### src/rtl/dev_status_pkg.sv
package dev_status_pkg;
  localparam int SUMMARY_ADDR = 1;
  localparam int SUPPLY_ADDR  = 2;
  localparam int DSP_W        = 5;
  localparam int MEM_W        = 5;
  localparam int COMM_W       = 1;
  localparam int SUP_W        = 6;
  // summary byte bit positions
  localparam int B_DSP   = 7;
  localparam int B_COMM  = 5;
  localparam int B_MEM   = 4;
  localparam int B_SUP   = 3;
  localparam int B_TEST  = 2;
  localparam int B_RES   = 1;
  localparam int B_INIT  = 0;
endpackage

### src/rtl/ds_or_stage.sv
module ds_or_stage #(
  parameter int W          = 5,
  parameter bit RST_VAL    = 1'b0,
  parameter bit RST_FOLLOW = 1'b0
) (
  input  logic         clk,
  input  logic         rst,
  input  logic [W-1:0] src,
  output logic         flag_q
);
  logic any_set;
  assign any_set = |src;

  generate
    if (RST_FOLLOW) begin : g_follow
      always_ff @(posedge clk) flag_q <= any_set;
    end else begin : g_fixed
      always_ff @(posedge clk) begin
        if (rst) flag_q <= RST_VAL;
        else     flag_q <= any_set;
      end
    end
  endgenerate
endmodule

### src/rtl/ds_sticky_flag.sv
module ds_sticky_flag #(
  parameter bit RST_VAL = 1'b0
) (
  input  logic clk,
  input  logic rst,
  input  logic set_i,
  input  logic clr_i,
  output logic flag_q
);
  always_ff @(posedge clk) begin
    if (rst)        flag_q <= RST_VAL;
    else if (set_i) flag_q <= 1'b1;   // a set wins over a clear in the same cycle
    else if (clr_i) flag_q <= 1'b0;
  end
endmodule

### src/rtl/ds_readback.sv
module ds_readback
  import dev_status_pkg::*;
#(
  parameter int ADDR_W = 8
) (
  input  logic              clk,
  input  logic              rst,
  input  logic              rd_en,
  input  logic [ADDR_W-1:0] rd_addr,
  input  logic [7:0]        summary,
  input  logic [7:0]        supply_reg,
  output logic [7:0]        rd_data
);
  localparam logic [ADDR_W-1:0] A_SUM = ADDR_W'(SUMMARY_ADDR);
  localparam logic [ADDR_W-1:0] A_SUP = ADDR_W'(SUPPLY_ADDR);

  logic [7:0] sel;
  always_comb begin
    if (rd_addr == A_SUM)      sel = summary;
    else if (rd_addr == A_SUP) sel = supply_reg;
    else                       sel = 8'h00;
  end

  always_ff @(posedge clk) begin
    if (rst)        rd_data <= 8'h00;
    else if (rd_en) rd_data <= sel;
  end
endmodule

### src/rtl/dev_status_regs.sv
module dev_status_regs
  import dev_status_pkg::*;
#(
  parameter int ADDR_W = 8
) (
  input  logic              clk,
  input  logic              rst,
  input  logic [DSP_W-1:0]  dsp_err,
  input  logic [COMM_W-1:0] comm_err,
  input  logic [MEM_W-1:0]  mem_err,
  input  logic [SUP_W-1:0]  sup_err,
  input  logic              test_set,
  input  logic              test_clr,
  input  logic              reset_evt,
  input  logic              data_valid,
  input  logic              stat_tx,
  input  logic              rd_en,
  input  logic [ADDR_W-1:0] rd_addr,
  output logic [7:0]        rd_data
);
  localparam logic [ADDR_W-1:0] A_SUM = ADDR_W'(SUMMARY_ADDR);

  logic dsp_q, comm_q, mem_q, sup_q;
  logic test_q, devres_q, init_q;
  logic sum_rd;
  logic [SUP_W-1:0] sup_src_q;
  logic [7:0] summary, supply_reg;

  ds_or_stage #(.W(DSP_W), .RST_VAL(1'b1), .RST_FOLLOW(1'b0)) u_dsp (
    .clk(clk), .rst(rst), .src(dsp_err), .flag_q(dsp_q));
  ds_or_stage #(.W(COMM_W), .RST_VAL(1'b0), .RST_FOLLOW(1'b0)) u_comm (
    .clk(clk), .rst(rst), .src(comm_err), .flag_q(comm_q));
  ds_or_stage #(.W(MEM_W), .RST_VAL(1'b0), .RST_FOLLOW(1'b0)) u_mem (
    .clk(clk), .rst(rst), .src(mem_err), .flag_q(mem_q));
  // continuity (bit 0) is reported in the detail byte only
  ds_or_stage #(.W(SUP_W-1), .RST_VAL(1'b0), .RST_FOLLOW(1'b1)) u_sup (
    .clk(clk), .rst(rst), .src(sup_err[SUP_W-1:1]), .flag_q(sup_q));

  always_ff @(posedge clk) sup_src_q <= sup_err;

  assign sum_rd = rd_en && (rd_addr == A_SUM);

  ds_sticky_flag #(.RST_VAL(1'b0)) u_test (
    .clk(clk), .rst(rst), .set_i(test_set), .clr_i(test_clr), .flag_q(test_q));
  ds_sticky_flag #(.RST_VAL(1'b1)) u_devres (
    .clk(clk), .rst(rst), .set_i(reset_evt), .clr_i(sum_rd | stat_tx), .flag_q(devres_q));
  ds_sticky_flag #(.RST_VAL(1'b1)) u_init (
    .clk(clk), .rst(rst), .set_i(reset_evt), .clr_i(data_valid), .flag_q(init_q));

  always_comb begin
    summary          = 8'h00;
    summary[B_DSP]   = dsp_q;
    summary[B_COMM]  = comm_q;
    summary[B_MEM]   = mem_q;
    summary[B_SUP]   = sup_q;
    summary[B_TEST]  = test_q;
    summary[B_RES]   = devres_q;
    summary[B_INIT]  = init_q;
  end

  assign supply_reg = {sup_src_q[5], 1'b0, sup_src_q[4], 1'b0,
                       sup_src_q[3], sup_src_q[2], sup_src_q[1], sup_src_q[0]};

  ds_readback #(.ADDR_W(ADDR_W)) u_rb (
    .clk(clk), .rst(rst), .rd_en(rd_en), .rd_addr(rd_addr),
    .summary(summary), .supply_reg(supply_reg), .rd_data(rd_data));
endmodule

### config.mk
export PLATFORM = sky130hd
export DESIGN_NAME = dev_status_regs
export DESIGN_NICKNAME = d
export VERILOG_FILES = /design/src/rtl/dev_status_pkg.sv /design/src/rtl/ds_or_stage.sv /design/src/rtl/ds_sticky_flag.sv /design/src/rtl/ds_readback.sv /design/src/rtl/dev_status_regs.sv
export SDC_FILE = /design/constraint.sdc
export NUM_CORES = 1
export LEC_CHECK = 0
export BUFFER_PORTS_ARGS = -buffer_cell sky130_fd_sc_hd__buf_2
export CORE_ASPECT_RATIO = 1.2
export CORE_MARGIN = 2
export CORE_UTILIZATION = 41
export DETAILED_ROUTE_END_ITERATION = 7
export GPL_ROUTABILITY_DRIVEN = 1
export PLACE_DENSITY = 0.76
export SLEW_MARGIN = 20
export SYNTH_ARGS = -nofsm -noshare
export SYNTH_HDL_FRONTEND = slang
export SYNTH_SLANG_ARGS = --single-unit
### constraint.sdc
create_clock -name clk -period 1.4 [get_ports clk]
set_clock_uncertainty 0.1 [all_clocks]
set_input_delay 0.14 -clock clk [delete_from_list [all_inputs] [get_ports clk]]
set_output_delay 0.14 -clock clk [all_outputs]
set_load 0.03 [all_outputs]
==> results.cfg <==
[run_status]
status = complete, but fails checks
failed_checks = hold timing

[power]
leakage_nw = 0.511
power_density_nw_per_um2 = 936
vdd_drop_max_uv = 731
intPower_uw = 834
p_comb_frac = 0.136
seq_power_share = 0.553
swShare = 0.222
power_frac_clock = 0.311
p_sw_uw = 238

[logic_synthesis]
syn_nets = 103
seq_area_frac_synth = 0.570
synth_seq_cells = 20
synth_top_area_share = 0.570
synth_top_area_cell = dfxtp_1
avgSynthCellArea_um2 = 10.0
yosysUniqueCellTypes = 21
syn_area_um2 = 702
synth.area.top_cells = dfxtp_1 57%, o32ai_1 7.5%, a22oi_1 6.4%
yosysWarnings = 0
syn-instance-count = 70

[die]
row_count = 16
core-area_um2 = 1620
ios = 41
die_w_um = 41.8
dieArea_um2 = 2060
start_util = 0.433
die_h_um = 49.3

[flow_run]
maxCapViolations = 0

[critical_path]
worst_setup_path_end_kind = flop
cp-startpoint = data_valid
r2r_start = u_init.flag_q
endpoint = u_init.flag_q
timing.reg2reg.setup_slack_ps = 160
critical-path-top-delay-family = buffers and inverters
worstPathMaxFanout = 1
path_cells = dlygate4sd3_1, buf_2, o21ai_0, dlygate4sd3_1
cp_slowest_stage_delay_ps = 570
slowest_stage = dlygate4sd3_1
start_kind = input port
reg2reg_depth = 3
crit_arrival_ps = 1500
crit_buf_inv = 3
criticalPathCategory = input port to flop
rr_endpoint = u_init.flag_q
path_depth = 4
crit_required_ps = 1560
cpMostUsedCell = dlygate4sd3_1

[placed_design]
place_inst = 124
dp_slack_ps = 123
gp_congestion = 0.674
dp_hpwl_um = 1120
port_buffers = 39

[drt]
postRouteAntennaNets = 0
wl_per_cell_um = 12.4
via_count = 725
drt-initial-drc-count = 9
drc = 0
first_pass_iters = 3
detail_route.wirelength_um = 1830
via_per_inst = 4.90

[timing]
period_minus_slack_ps = 1340
fin_crit_sh = 0.957
finalSetupViolCount = 0
tns_ps = 0
finalHoldViolCount = 1
rsz0062_at_grt = no
drv_slew = 0
max_freq_mhz = 746
hold-worst-slack_ps = -2.91
worst_slack_ps = 59.7

[cts]
cts_buffers = 3
cts_buffer_depth = 2
cts_root_buf = clkbuf_4
cts_sinks = 20
clkLatencyLatePin_ps = 310
tritoncts = yes
cts_max_level = 1
clk_pin_slew_ps = 110

[cells_and_area]
drive_above_1_share = 0.354
nFillCells = 114
antenna_cells = 0
nets = 164
mostFrequentLayoutCell = buf_2
final_cell_mix = 39 x buf_2, 20 x dlygate4sd3_1, 20 x dfxtp_1
synthToLayoutAreaGrowth_pct = 63.1
layoutNonFillerInstCount = 148

[grt]
grt_max_degree = 16
grt_overflow = 0
grt_pass1_wl_um = 2720
grtUsageTotal = 0.173
grt_pass1_vias = 714
grt_antenna_before_repair = 0

[min_path]
hold_class = input port to flop
-- worst reg2reg max path: cells and delay by family (launching register included) --
family / cells / cell delay (ps)
AOI/OAI and AO/OA: 1 / 140
buffers and inverters: 2 / 610
DFF: 1 / 340
-- final cells by class --
| cell class | instances | area [um2] | area share |
|---|---|---|---|
| timing repair buffer | 60 | 403 | 0.352 |
| sequential | 20 | 400 | 0.350 |
| multi-input combinational | 37 | 249 | 0.217 |
| clock buffer | 4 | 36.3 | 0.0317 |
| inverter | 9 | 33.8 | 0.0295 |
| tap | 18 | 22.5 | 0.0197 |
-- routing by layer --
layer  up-vias  track usage  part of all wire
met5         -            0                 0
met2        32        0.349              0.58
met4         0        0.108             0.026
met1       321        0.147              0.34
met3         7       0.0333             0.051
li1        365            -                 -
-- worst min path at each step --
stage	startpoint	to	slack [ps]	cells after the start
final	mem_err[2]	u_mem.flag_q	-3	3
after global routing	mem_err[2]	u_mem.flag_q	20	3
after CTS	test_clr	u_test.flag_q	20	4
after detailed placement	sup_err[0]	sup_src_q[0]	150	1
after global placement	sup_err[0]	sup_src_q[0]	140	1
after floorplan	sup_err[0]	sup_src_q[0]	70	0
-- power groups by stage --
| stage | Combinational (mW) | Clock, mW | Sequential [mW] |
|---|---|---|---|
| floorplan | 0.0441 | 0 | 0.605 |
| global placement | 0.0957 | 0 | 0.606 |
| detailed placement | 0.0983 | 0 | 0.606 |
| CTS | 0.134 | 0.335 | 0.593 |
| global route | 0.158 | 0.355 | 0.595 |
| finish | 0.146 | 0.333 | 0.593 |
-- cells by family after synthesis --
group / share of synthesized area
other: 0.00534
AOI/OAI and AO/OA: 0.184
DFF: 0.570
buffers and inverters: 0.0784
and+or+nand+nor: 0.162
-- registers in the layout (all words and copies together), names as in the netlist --
signal           flops
u_init.flag_q        1
u_test.flag_q        1
u_rb.rd_data         7
sup_src_q            6
u_mem.flag_q         1
u_comm.flag_q        1
u_sup.flag_q         1
u_dsp.flag_q         1
u_devres.flag_q      1
-- Yosys cell counts (all sizes together) --
| master | count |
|---|---|
| dfxtp | 20 |
| inv | 9 |
| a22oi | 6 |
| nor2 | 6 |
| o32ai | 6 |
| clkbuf | 3 |
| nor2b | 3 |
| a21oi | 2 |
| nand2 | 2 |
| nand2b | 2 |
| nor3 | 2 |
| nor4 | 2 |
| a311o | 1 |
| buf | 1 |
| conb | 1 |
| nand4 | 1 |
| nand4b | 1 |
| o21ai | 1 |
| o22ai | 1 |
-- repair_timing --
action | 4_1_cts | 5_1_grt
setup buffers | 0 | 0
setup endpoints to repair | 0 | 2
hold buffers | 18 | 4
hold endpoints to repair | 13 | 1
resized for setup | 0 | 1
-- metrics by stage --
| step | utilization | instance area [um2] | power [mW] |
|---|---|---|---|
| after floorplan | - | 702 | 0.649 |
| after global placement | 0.559 | 906 | 0.701 |
| after detailed placement | 0.559 | 906 | 0.704 |
| after CTS | 0.692 | 1120 | 1.06 |
| after global routing | 0.706 | 1140 | 1.11 |
| final | 0.706 | 1140 | 1.07 |
Power figures use the tool's default switching activity.
